===== config.mk =====
export PLATFORM = sky130hd
export DESIGN_NAME = port_led_driver
export DESIGN_NICKNAME = d
export VERILOG_FILES = /design/src/rtl/port_led_pkg.sv /design/src/rtl/port_led_strobe.sv /design/src/rtl/port_led_hold.sv /design/src/rtl/port_led_phase.sv /design/src/rtl/port_led_driver.sv
export SDC_FILE = /design/constraint.sdc
export NUM_CORES = 1
export LEC_CHECK = 0
export BUFFER_PORTS_ARGS = -buffer_cell sky130_fd_sc_hd__buf_2
export CAP_MARGIN = 20
export CORE_ASPECT_RATIO = 0.7
export CORE_MARGIN = 10
export CORE_UTILIZATION = 50
export DETAILED_ROUTE_END_ITERATION = 10
export GPL_ROUTABILITY_DRIVEN = 0
export PLACE_DENSITY_LB_ADDON = 0.12
export SLEW_MARGIN = 20
export SYNTH_ARGS = -nofsm -noshare
export SYNTH_HDL_FRONTEND = slang
export SYNTH_SLANG_ARGS = --single-unit

===== constraint.sdc =====
create_clock -name clk -period 2.62 [get_ports clk]
set_input_delay 0.524 -clock clk [delete_from_list [all_inputs] [get_ports clk]]
set_output_delay 0.524 -clock clk [all_outputs]
set_load 0.02 [all_outputs]

===== src/rtl/port_led_pkg.sv =====
package port_led_pkg;

    typedef enum logic [1:0] {
        CODE_SEARCH        = 2'b00,
        CODE_POWERED       = 2'b01,
        CODE_FAULT_TIMED   = 2'b10,
        CODE_FAULT_LATCHED = 2'b11
    } code_e;

    typedef enum logic [1:0] {
        PAT_DARK   = 2'd0,
        PAT_SLOW   = 2'd1,
        PAT_STEADY = 2'd2,
        PAT_FAST   = 2'd3
    } pat_e;

endpackage


===== src/rtl/port_led_strobe.sv =====
module port_led_strobe (
    input  logic clk,
    input  logic rst_n,
    input  logic tick_ms,
    input  logic det_strobe,
    output logic strobe_seen
);
    typedef struct packed {
        logic pend;
    } st_t;

    st_t st_d, st_q;

    always_comb begin
        st_d        = st_q;
        strobe_seen = st_q.pend | det_strobe;
        if (tick_ms) begin
            st_d.pend = 1'b0;
        end else begin
            st_d.pend = strobe_seen;
        end
    end

    always_ff @(posedge clk or negedge rst_n) begin
        if (!rst_n) begin
            st_q <= '0;
        end else begin
            st_q <= st_d;
        end
    end
endmodule


===== src/rtl/port_led_hold.sv =====
module port_led_hold
    import port_led_pkg::*;
#(
    parameter int HOLD_MS = 2000,
    localparam int HW     = $clog2(HOLD_MS + 1)
) (
    input  logic       clk,
    input  logic       rst_n,
    input  logic       tick_ms,
    input  logic [1:0] state_code,
    output pat_e       pat_nxt,
    output pat_e       pat_cur
);
    localparam logic [HW-1:0] HOLD_END = HW'(HOLD_MS);

    typedef struct packed {
        code_e         code;
        logic [HW-1:0] hold;
        pat_e          pat;
    } st_t;

    st_t   st_d, st_q;
    code_e code_in;

    always_comb begin
        st_d    = st_q;
        code_in = code_e'(state_code);
        if (tick_ms) begin
            st_d.code = code_in;
            if (code_in == CODE_FAULT_TIMED) begin
                if (st_q.code != CODE_FAULT_TIMED) begin
                    st_d.hold = '0;
                end else if (st_q.hold == HOLD_END) begin
                    st_d.hold = st_q.hold;
                end else begin
                    st_d.hold = st_q.hold + 1'b1;
                end
            end else begin
                st_d.hold = '0;
            end
            case (code_in)
                CODE_SEARCH:        st_d.pat = PAT_SLOW;
                CODE_POWERED:       st_d.pat = PAT_STEADY;
                CODE_FAULT_LATCHED: st_d.pat = PAT_FAST;
                default:            st_d.pat = (st_d.hold == HOLD_END) ? PAT_SLOW : PAT_FAST;
            endcase
        end
        pat_nxt = st_d.pat;
        pat_cur = st_q.pat;
    end

    always_ff @(posedge clk or negedge rst_n) begin
        if (!rst_n) begin
            st_q.code <= CODE_SEARCH;
            st_q.hold <= '0;
            st_q.pat  <= PAT_DARK;
        end else begin
            st_q <= st_d;
        end
    end
endmodule


===== src/rtl/port_led_phase.sv =====
module port_led_phase
    import port_led_pkg::*;
#(
    parameter int SLOW_ON_MS   = 160,
    parameter int FAST_HALF_MS = 50,
    parameter int CW           = 8
) (
    input  logic clk,
    input  logic rst_n,
    input  logic tick_ms,
    input  pat_e pat_nxt,
    input  pat_e pat_cur,
    input  logic strobe_seen,
    output logic led_n
);
    localparam logic [CW-1:0] SLOW_END  = CW'(SLOW_ON_MS);
    localparam logic [CW-1:0] FAST_HALF = CW'(FAST_HALF_MS);
    localparam logic [CW-1:0] FAST_LAST = CW'(2 * FAST_HALF_MS - 1);

    typedef struct packed {
        logic [CW-1:0] cnt;
        logic          led_n;
    } st_t;

    st_t  st_d, st_q;
    logic restart;

    always_comb begin
        st_d    = st_q;
        restart = (pat_nxt != pat_cur);
        if (tick_ms) begin
            case (pat_nxt)
                PAT_SLOW: begin
                    if (restart || strobe_seen) begin
                        st_d.cnt = '0;
                    end else if (st_q.cnt != SLOW_END) begin
                        st_d.cnt = st_q.cnt + 1'b1;
                    end
                    st_d.led_n = !(st_d.cnt < SLOW_END);
                end
                PAT_FAST: begin
                    if (restart || st_q.cnt == FAST_LAST) begin
                        st_d.cnt = '0;
                    end else begin
                        st_d.cnt = st_q.cnt + 1'b1;
                    end
                    st_d.led_n = !(st_d.cnt < FAST_HALF);
                end
                PAT_STEADY: begin
                    st_d.cnt   = '0;
                    st_d.led_n = 1'b0;
                end
                default: begin
                    st_d.cnt   = '0;
                    st_d.led_n = 1'b1;
                end
            endcase
        end
        led_n = st_q.led_n;
    end

    always_ff @(posedge clk or negedge rst_n) begin
        if (!rst_n) begin
            st_q.cnt   <= '0;
            st_q.led_n <= 1'b1;
        end else begin
            st_q <= st_d;
        end
    end
endmodule


===== src/rtl/port_led_driver.sv =====
module port_led_driver
    import port_led_pkg::*;
#(
    parameter int SLOW_ON_MS   = 160,
    parameter int FAST_HALF_MS = 50,
    parameter int HOLD_MS      = 2000
) (
    input  logic       clk,
    input  logic       rst_n,
    input  logic       tick_ms,
    input  logic       det_strobe,
    input  logic [1:0] state_code,
    output logic       led_n
);
    localparam int CNT_MAX = (SLOW_ON_MS > 2 * FAST_HALF_MS) ? SLOW_ON_MS : 2 * FAST_HALF_MS;
    localparam int CW      = $clog2(CNT_MAX + 1);

    logic strobe_seen;
    pat_e pat_nxt;
    pat_e pat_cur;

    port_led_strobe u_strobe (
        .clk         (clk),
        .rst_n       (rst_n),
        .tick_ms     (tick_ms),
        .det_strobe  (det_strobe),
        .strobe_seen (strobe_seen)
    );

    port_led_hold #(
        .HOLD_MS (HOLD_MS)
    ) u_hold (
        .clk        (clk),
        .rst_n      (rst_n),
        .tick_ms    (tick_ms),
        .state_code (state_code),
        .pat_nxt    (pat_nxt),
        .pat_cur    (pat_cur)
    );

    port_led_phase #(
        .SLOW_ON_MS   (SLOW_ON_MS),
        .FAST_HALF_MS (FAST_HALF_MS),
        .CW           (CW)
    ) u_phase (
        .clk         (clk),
        .rst_n       (rst_n),
        .tick_ms     (tick_ms),
        .pat_nxt     (pat_nxt),
        .pat_cur     (pat_cur),
        .strobe_seen (strobe_seen),
        .led_n       (led_n)
    );
endmodule


## Yosys cells after proc, flatten, opt, wreduce, memory -nomap -nowiden

Index checks and enable logic that the tools add are counted.

- Multipliers: 0
- $lt $le $gt $ge: 2
- Equality and inequality tests: 12
- Bitwise gates (word level): 1
- Multiplexer cells: 16
- Div/mod/pow operators: 0
- Shifts and indexed selects: 0
- $add $sub $neg: 2
- Reduce and logical (&&, ||, !) cells: 5

Operators by type and width:

| cell | count |
|---|---|
| two-way mux 8 bit | 7 |
| two-way mux 11 bit | 4 |
| one-hot mux 9 bit (3 select lines) | 1 |
| == test 11 bit, second input constant | 2 |
| adder 11 x 1 -> 11 bit, second input constant | 1 |
| adder 8 x 1 -> 8 bit, second input constant | 1 |
| == test 2 bit, second input constant | 4 |
| == test 8 x 7 -> 1 bit, second input constant | 1 |
| less-than comparator 8 x 6 -> 1 bit, second input constant | 1 |
| less-than comparator 8 bit, second input constant | 1 |
| != test 8 bit, second input constant | 1 |
| one-hot mux 2 bit (3 select lines) | 1 |
| == test 2 x 1 -> 1 bit, second input constant | 2 |
| two-way mux 2 bit | 2 |
| zero test 1 bit | 2 |
| zero test 2 bit | 1 |
| logical OR 1 bit | 2 |
| != test 2 bit | 1 |
| != test 2 bit, second input constant | 1 |
| two-way mux 1 bit | 1 |
| OR 1 bit | 1 |

- Bits in read-only memories: 0
- Latch bits: 0
- Memories kept: 0
- Input port bits: 6
- Register bits after elaboration: 25
- Memory bits (writable): 0
- Output and inout port bits: 1

## Longest topological paths before layout

Gate-level depths: netlist of run 1.

- Depth after elaboration: 17
- Mapped depth: 9
- Gate-level depth less buffers: 9

## Modules after synthesis

A second synthesis of run 1 with hierarchy kept.

- Cells, all modules: 212
- Area, all modules: 1798.0 µm²

Modules (own cells, without submodules):

| module | area each (µm²) | cells an instance | times used |
|---|---|---|---|
| port_led_hold | 987.2 | 119 | 1 |
| port_led_phase | 769.5 | 90 | 1 |
| port_led_strobe | 41.3 | 3 | 1 |

## Worst setup path before layout of run 1

OpenSTA, ideal clock, no wires.

- Path kind: reg2reg
- From: register u_hold.st_q[2] in the netlist's numbering
- To: register u_phase.st_q[1] in the netlist's numbering
- Setup slack: 120 ps
- Buffers on the path: 0
- Arrival: 2418 ps
- Library setup time: 82 ps
- Stages on the path, launching flop included: 9
- Cells stage by stage: dfrtp_1 -> ha_1 -> nand3_1 -> or3_1 -> o2bb2a_1 -> o2111ai_2 -> or4_1 -> o211a_1 -> o22ai_1

- Cells in the longest elaborated chain, start to end: 15
- Elaborated cells between the ends (all ways): 23
- Those cells by class: add/sub: 1; eq/ne: 6; mux: 14; reduce/logical: 2

RTL lines:

| element | line | text |
|---|---|---|
| start, declared | port_led_hold.sv:22 | `st_t st_d, st_q;` |
| start signal, assigned | port_led_hold.sv:58 | `st_q <= st_d;` |
| adder 11 x 1 -> 11 bit / == test 11 bit (equally long branches) | port_led_hold.sv:36, port_led_hold.sv:33 |  |
| two-way mux 11 bit * | port_led_hold.sv:33 | `end else if (st_q.hold == HOLD_END) begin` |
| two-way mux 11 bit * | port_led_hold.sv:31 | `if (st_q.code != CODE_FAULT_TIMED) begin` |
| two-way mux 11 bit * | port_led_hold.sv:30 | `if (code_in == CODE_FAULT_TIMED) begin` |
| two-way mux 11 bit * | port_led_hold.sv:28 | `if (tick_ms) begin` |
| == test 11 bit * | port_led_hold.sv:45 | `default: st_d.pat = (st_d.hold == HOLD_END) ? PAT_SLOW : PAT_FAST;` |
| two-way mux 2 bit * | port_led_hold.sv:45 |  |
| one-hot mux 2 bit (3 select lines) * | port_led_hold.sv:41 | `case (code_in)` |
| two-way mux 2 bit * | port_led_hold.sv:28 |  |
| != test 2 bit | port_led_phase.sv:30 | `restart = (pat_nxt != pat_cur);` |
| logical OR 1 bit, on equally long branches | port_led_phase.sv:42, port_led_phase.sv:34 |  |
| two-way mux 8 bit, on equally long branches | port_led_phase.sv:42, port_led_phase.sv:34 |  |
| two-way mux 8 bit | port_led_phase.sv:32 | `case (pat_nxt)` |
| two-way mux 8 bit | port_led_phase.sv:31 | `if (tick_ms) begin` |
| one-hot mux 9 bit (3 select lines) * | port_led_phase.sv:32 |  |
| end signal, assigned | port_led_phase.sv:67 | `st_q <= st_d;` |
| end, declared | port_led_phase.sv:25 | `st_t st_d, st_q;` |

Every way passes the cells marked *; elsewhere a longest branch is shown, timed or not. The select of a mux whose other input is x is not followed.
A chain may end at the register's enable or synchronous reset.

## Worst setup path in the final report of run 1

- From: register u_hold.st_q[3] in the netlist's numbering
- To: register u_phase.st_q[2] in the netlist's numbering

Same word-level chain as after synthesis.

==> results of run 1 <==
==> stage by stage <==
stage                     area, µm²  cells  hold WS [ns]
after global routing           2170    290         0.275
after global placement         1930    275         0.468
after CTS                      2010    282         0.255
after floorplan                1780    217         0.228
after detailed placement       1930    275         0.464
final                          2170    290         0.235
==> Yosys cell counts (all sizes together) (4+ instances only) <==
cell type  count  area share
dfrtp         24        0.34
nand2         22       0.046
o21ai         20       0.056
nor2          17       0.036
inv           16       0.034
clkbuf        10       0.022
a21oi          9       0.027
nand3          8       0.022
o22ai          8       0.028
nand4          6       0.021
o31ai          6       0.028
nor2b          5       0.018
a22o           4       0.020
ha             4       0.028
or4            4       0.017
==> state kept, by name (all words and copies together), names as in the netlist <==
register        flops
u_hold.pat_cur      2
u_phase.st_q        8
u_strobe.st_q       1
u_hold.st_q        13
u_phase.led_n       1
==> timing repair <==
item | CTS | global route
resized for setup | 2 | 24
cloned | 0 | 0
hold buffers | 0 | 0
setup endpoints to repair | 3 | 9
pin swaps | 3 | 7
setup buffers | 3 | 8
==> cell type report <==
| cell class | instances | area (µm²) | share of cell area |
|---|---|---|---|
| well taps | 50 | 62.6 | 0.0288 |
| inverters | 17 | 63.8 | 0.0294 |
| flip-flops and latches | 25 | 629 | 0.290 |
| clock inverters | 1 | 5.00 | 0.00231 |
| clock buffers | 3 | 41.3 | 0.0190 |
| repair buffers | 32 | 241 | 0.111 |
| multi-input cells | 162 | 1130 | 0.519 |
==> power by group <==
| part | leakage (nW) | internal (mW) | switching [mW] |
|---|---|---|---|
| clock network | 0.0255 | 0.107 | 0.135 |
| registers | 0.325 | 0.412 | 0.0364 |
| logic | 0.502 | 0.0750 | 0.104 |
==> layout by cell type, fill, tap and decap left out, drive strengths merged, types with 2 or more instances in the layout <==
master,instances
a21oi,9
a22o,4
a311oi,2
a31oi,3
a41oi,2
and3,3
buf,32
clkbuf,3
clkinv,2
dfrtp,24
ha,4
inv,16
mux2,3
mux2i,2
nand2,22
nand3,8
nand3b,2
nand4,6
nor2,17
nor2b,5
nor3,2
o2111ai,3
o21ai,20
o221ai,2
o22ai,8
o31ai,6
o41ai,2
or3,3
or3b,2
or4,4
==> worst paths after layout <==
check,depth (start not counted),slack [ns],start,end
min in group clk,2,0.46,state_code[0],u_hold.pat_cur[0]$_DFF_PN0_
worst min register to register,2,0.48,u_phase.led_n$_DFFE_PN1P_,u_phase.led_n$_DFFE_PN1P_
worst min-delay path,1,0.24,rst_n,u_strobe.st_q$_DFF_PN0_
worst max-delay path,9,-0.002,u_hold.st_q[3]$_DFFE_PN0P_,u_phase.st_q[2]$_DFFE_PN0P_
worst max register to register,9,-0.002,u_hold.st_q[3]$_DFFE_PN0P_,u_phase.st_q[2]$_DFFE_PN0P_
max in group asynchronous,1,1.97,rst_n,u_hold.st_q[3]$_DFFE_PN0P_
==> layer usage <==
layer / vias up / track usage / wire length (µm)
li1: 857 / - / -
met1: 835 / 0.197 / 2400
met2: 62 / 0.222 / 2310
met3: 8 / 0.0374 / 324
met4: 0 / 0.0191 / 49
met5: - / 0 / 0
==> cell families (layout without fill, tap and decap cells) <==
logic type               count (synthesis)  in the layout
adder cells (fa/ha/maj)                  4              4
AO/OA/AOI/OAI                           71             71
flip-flops                              25             25
XOR/XNOR                                 1              1
multiplexers                             5              5
buffers and inverters                   30             53
AND/OR/NAND/NOR                         81             81
==> worst max-delay path, delay by kind of cell, from the launching register on <==
| kind | cells | cell delay [ns] |
|---|---|---|
| simple gates | 2 | 0.98 |
| buf+inv | 1 | 0.15 |
| fa+ha+maj | 1 | 0.15 |
| compound gates | 5 | 0.84 |
| flops | 1 | 0.43 |
==> run summary, run 1 <==
- **DRC** 0
- **starting density of the core** 0.514
- **class of the worst hold path** input pin to async pin
- **HPWL reported at the end of detailed placement** 3360 µm
- **Row Count** 18
- **Synth-to-Final Area Change** 21.6%
- **nets in the synthesized netlist** 227
- **final layout net count** 251
- **total vias in the final route** 1762
- **I/O Pins** 7
- **xor and xnor fraction of the mapped netlist area** 0.00491
- **Post-synth ARST share** 1.00
- **maximum level of the CTS H-tree** 1
- **clock sink count** 25
- **worst setup margin** -0.00156 ns
- **register bit total from synthesis** 25
- **clock buffer depth** 2
- **data arrival at the endpoint of the critical path** 2.82 ns
- **Finished Core Util** 0.626
- **FMAX** 0.381 GHz
- **power density normalized to cell area** 401 nW/µm²
- **clock latency on the worst-skew pair** 0.28 ns
- **Overflow after GRT** 0
- **1st-iter DRT viols** 258
- **final routed wire length divided by cell count** 17.5 µm
- **via count of the first global-routing pass** 1646
- **period utilization** 1.00
- **number of failing hold endpoints at the final stage** 0
- **share of the yosys chip area belonging to registers** 0.351
- **Routed Wire Length** 5090 µm
- **failing checks** setup timing
- **setup repair after global routing missed its margin** yes
- **GRT Total Usage** 0.143
- **cts bufs inserted** 3
- **Diodes inserted** 0
- **Die Span X** 91.4 µm
- **core area** 3470 µm²
- **maximum vdd drop** 0.288 mV
- **leakage power total** 0.853 nW
- **Pre-antenna DRT Iters** 6
- **clock tree from TritonCTS** built
- **remaining max-slew budget at the tightest pin** 0.607
- **area fraction in compound gates after synthesis** 0.281
- **number of fill cells** 301
- **flip-flop cell with the highest count after synthesis** dfrtp_1
- **Final Setup Violations** 1
- **number of unique standard cell types used by synthesis** 58
- **minimum clock period** 2.62 ns
- **cell at the root of the clock tree** clkbuf_8
- **ordered cell list for the critical path** buf_4 > ha_4 > or3b_2 > a21oi_1 > o2bb2a_1 > o2111ai_2 > or4_1 > o211a_1 > o22ai_1
- **vertical die dimension** 70.0 µm
- **post-route antenna net violation count** 0
- **number of antenna violations at the first check in global routing** 0
- **worst clock skew on the final layout** 0.00821 ns
- **pin count of the biggest net entering global routing** 29
- **average footprint of a synthesized cell** 8.22 µm²
- **largest family of logic cells by synthesized area** compound AO/OA/AOI/OAI gates
- **max cap viols** 0
- **Max FO, Critical Path** 5
- **global-route wire length before repair** 7800 µm
- **outcome** complete, but fails checks
- **clock transition at the register clock pins on the worst setup and hold paths after CTS** 0.10 ns
- **CP endpoint kind** register
- **Tightest Pin Transition** 0.589 ns
- **netlist area before placement** 1780 µm²
- **portion of netlist area occupied by mux cells** 0.0302
- **Worst Setup Slack post-DPL** -0.0287 ns
- **die area** 6400 µm²
- **layout cell share with drive strength beyond 1** 0.271
- **post-detailed-route via-to-cell ratio** 6.08
- **overall power of the completed layout** 869 µW
- **number of warnings printed during yosys synthesis** 0
- **number of max-slew violations in the final report** 0
- **final setup TNS** -0.00156 ns
- **data required time at the worst endpoint** 2.82 ns
- **startpoint types** register
- **EDFF count, synth** 0
- **number of port buffers** 6
- **count of mapped cells out of synthesis** 217
- **Post-Synth Adder-Cell Area** 0.0281
- **highest-delay cell along the critical path** or4_1
- **biggest cell delay along the critical path** 0.53 ns
- **critical path class** register to register
- **area fraction in and, or, nand and nor cells after synthesis** 0.238
(Power assumes the default switching activity.)
==> run 2, diff against run 1 <==
--- a/config.mk
+++ b/config.mk
@@ -5,12 +5,12 @@
 export SDC_FILE = /design/constraint.sdc
 export NUM_CORES = 1
 export LEC_CHECK = 0
-export BUFFER_PORTS_ARGS = -buffer_cell sky130_fd_sc_hd__buf_2
 export CAP_MARGIN = 20
 export CORE_ASPECT_RATIO = 0.7
 export CORE_MARGIN = 10
 export CORE_UTILIZATION = 50
 export DETAILED_ROUTE_END_ITERATION = 10
+export DONT_BUFFER_PORTS = 1
 export GPL_ROUTABILITY_DRIVEN = 0
 export PLACE_DENSITY_LB_ADDON = 0.12
 export SLEW_MARGIN = 20
==> run 2 against run 1 <==
The run now ends clean. Wire length shrank 10%. Clock skew shrank 0.0074 ns. Sequential share of layout area grew 1.8 points. Critical path depth is the same. Power shrank 5.0%. Global-route usage grew 0.19 points. Non-clock buffer count shrank 10. First-iteration DRC count shrank 24%. Die area is the same. Worst setup slack gained 0.091 ns. Critical endpoint is now u_phase.st_q[5]$_DFFE_PN0P_.
==> run summary, run 2 (synthesis gave the netlist of run 1 again) <==
- **placed cell areas** 1900 µm², -1.6%
- **remaining max-slew budget at the tightest pin** 0.727, +0.120
- **largest reg by FF count** u_hold.st_q
- **data arrival at the endpoint of the critical path** 2.68 ns, -0.14 ns
- **pin count of the biggest net entering global routing** 40, +38%
- **source of the worst register-to-register timing path** u_hold.st_q[3]$_DFFE_PN0P_
- **class of the worst hold path** input pin to async pin
- **largest delay contributor family on the critical path** compound AO/OA/AOI/OAI gates
- **minimum clock period** 2.53 ns, -0.0915 ns
- **number of failing hold endpoints at the final stage** 0, unchanged
- **clock tree from TritonCTS** built
- **leakage power total** 0.795 nW, -6.7%
- **count of cells along the worst register-to-register path** 9, unchanged
- **FMAX** 0.395 GHz, +3.6%
- **power density normalized to cell area** 404 nW/µm², +0.74%
- **starting density of the core** 0.514, unchanged
- **Synth-to-Final Area Change** 14.7%
- **total vias in the final route** 1698, -3.6%
- **layout cell share with drive strength beyond 1** 0.217, -0.0534
- **Cell Count Post-Placement** 269, -2.2%
- **cell at the root of the clock tree** clkbuf_8
- **via count of the first global-routing pass** 1594, -3.2%
- **Tightest Pin Transition** 0.406 ns, -0.183 ns
- **max cap viols** 0, unchanged
- **Overflow after GRT** 0, unchanged
- **number of antenna violations at the first check in global routing** 0, unchanged
- **post-detailed-route via-to-cell ratio** 6.06, -0.19%
- **maximum vdd drop** 0.343 mV, +19%
- **number of port buffers** 0, -6
- **Worst R2R End** u_phase.st_q[5]$_DFFE_PN0P_
- **GRT Total Usage** 0.145, +0.00193
- **final routed wire length divided by cell count** 16.3 µm, -6.9%
- **setup repair after global routing missed its margin** yes
- **DRC** 0, unchanged
- **number of max-slew violations in the final report** 0, unchanged
- **clock transition at the register clock pins on the worst setup and hold paths after CTS** 0.08 ns, -0.02 ns
- **biggest cell delay along the critical path** 0.46 ns, -0.07 ns
- **count of buffering cells on the critical path with inverters included** 1, unchanged
- **maximum level of the CTS H-tree** 1, unchanged
- **outcome** finished clean
- **clock buffer depth** 2, unchanged
- **most frequent cells in the layout** 22 x nand2_1, 21 x buf_4, 21 x dfrtp_1
- **number of stages on the worst setup path** 9, unchanged
- **hold slack** 0.0596 ns, -0.176 ns
- **core area** 3470 µm², unchanged
- **die area** 6400 µm², unchanged
- **I/O Pins** 7, unchanged
- **crit path to** u_phase.st_q[5]$_DFFE_PN0P_
- **1st-iter DRT viols** 196, -24%
- **period utilization** 0.966, -0.0349
- **most common cell after layout, fill and taps aside** nand2_1
- **Worst R2R Setup Slack** 0.09 ns, +0.09 ns
- **critical path class** register to register
- **Routed Wire Length** 4570 µm, -10%
- **ordered cell list for the critical path** inv_2 > ha_1 > nand3b_1 > or3_4 > mux2i_2 > o2111ai_2 > o31a_1 > o21ai_0 > a21oi_1
- **HPWL reported at the end of detailed placement** 3250 µm, -3.4%
- **number of fill cells** 340, +13%
- **highest-delay cell along the critical path** dfrtp_2
- **Pre-antenna DRT Iters** 5, -1
- **global-route wire length before repair** 7820 µm, +0.26%
- **Die Span X** 91.4 µm, unchanged
- **clock latency on the worst-skew pair** 0.27 ns, about the same
- **overall power of the completed layout** 825 µW, -5.0%
- **post-route antenna net violation count** 0, unchanged
- **CP endpoint kind** register
- **clock sink count** 25, unchanged
- **Post-Layout Inst Area** 2050 µm², -5.7%
- **Finished Core Util** 0.590, -0.0357
- **data required time at the worst endpoint** 2.77 ns, -0.05 ns
- **vertical die dimension** 70.0 µm, unchanged
- **startpoint types** register
- **fin cells** 280, -3.4%
- **Final Setup Violations** 0, -1
- **Row Count** 18, unchanged
- **worst clock skew on the final layout** 0.000771 ns, -0.00744 ns
- **Max FO, Critical Path** 8, +3
- **number of flip-flops in the largest register** 13, unchanged
- **Diodes inserted** 0, unchanged
- **Setup crit start** u_hold.st_q[3]$_DFFE_PN0P_
- **final layout net count** 241, -4.0%
- **cts bufs inserted** 3, unchanged
## run 2: routing by layer
metal  GRT usage  share of wire  vias up  routed length, µm
li1            -              -      836                  -
met1       0.207           0.51      800               2310
met3      0.0470          0.070        4                318
met5           0              0        -                  0
met4      0.0260         0.0074        0                 34
met2       0.206           0.42       58               1910
## run 2: what timing repair did
item                       CTS  global route
setup buffers                2             4
pin swaps                    3             3
setup endpoints to repair    3             8
hold endpoints to repair    24             0
hold buffers                 1             0
resized for setup            3             9
## run 2: how the worst min path moves through the flow
stage                                  end  slack (ns)  depth (start not counted)
6_report       u_phase.st_q[7]$_DFFE_PN0P_        0.06                          1
5_1_grt        u_phase.st_q[7]$_DFFE_PN0P_        0.05                          1
4_1_cts        u_phase.st_q[6]$_DFFE_PN0P_        0.06                          1
3_5_place_dp   u_phase.st_q[7]$_DFFE_PN0P_        0.23                          0
3_3_place_gp   u_phase.st_q[7]$_DFFE_PN0P_        0.23                          0
2_1_floorplan  u_hold.pat_cur[0]$_DFF_PN0_        0.23                          0
## run 2: power by group
part	switching (mW)	leakage, nW	internal [mW]	total [mW]
registers	0.0382	0.324	0.413	0.451
clock network	0.119	0.0228	0.109	0.228
logic	0.0848	0.449	0.0620	0.147
total	0.242	0.795	0.583	0.825
## run 2: worst register-to-register path, delay by kind of cell (launching register included)
family	cells	cell delay, ns
flip-flops	1	0.46
adder cells (fa/ha/maj)	1	0.14
AND/OR/NAND/NOR	2	0.53
buffers and inverters	1	0.08
multiplexers	1	0.23
AO/OA/AOI/OAI	4	0.99
## run 2: layout make-up
class	count	area [µm²]	area share
Sequential cell	25	631	0.308
Timing Repair Buffer	22	178	0.0869
Inverter	17	63.8	0.0312
Tap cell	50	62.6	0.0306
Clock buffer	4	45.0	0.0220
Multi-Input combinational cell	162	1070	0.521
## run 2: through the flow
| step | TNS (ns) | setup WS (ns) |
|---|---|---|
| floorplan | 0 | 0.120 |
| global placement | 0 | 0.0301 |
| detailed placement | -0.0132 | -0.0104 |
| CTS | 0 | 0.0155 |
| global route | -0.0112 | -0.00977 |
| finish | 0 | 0.0899 |
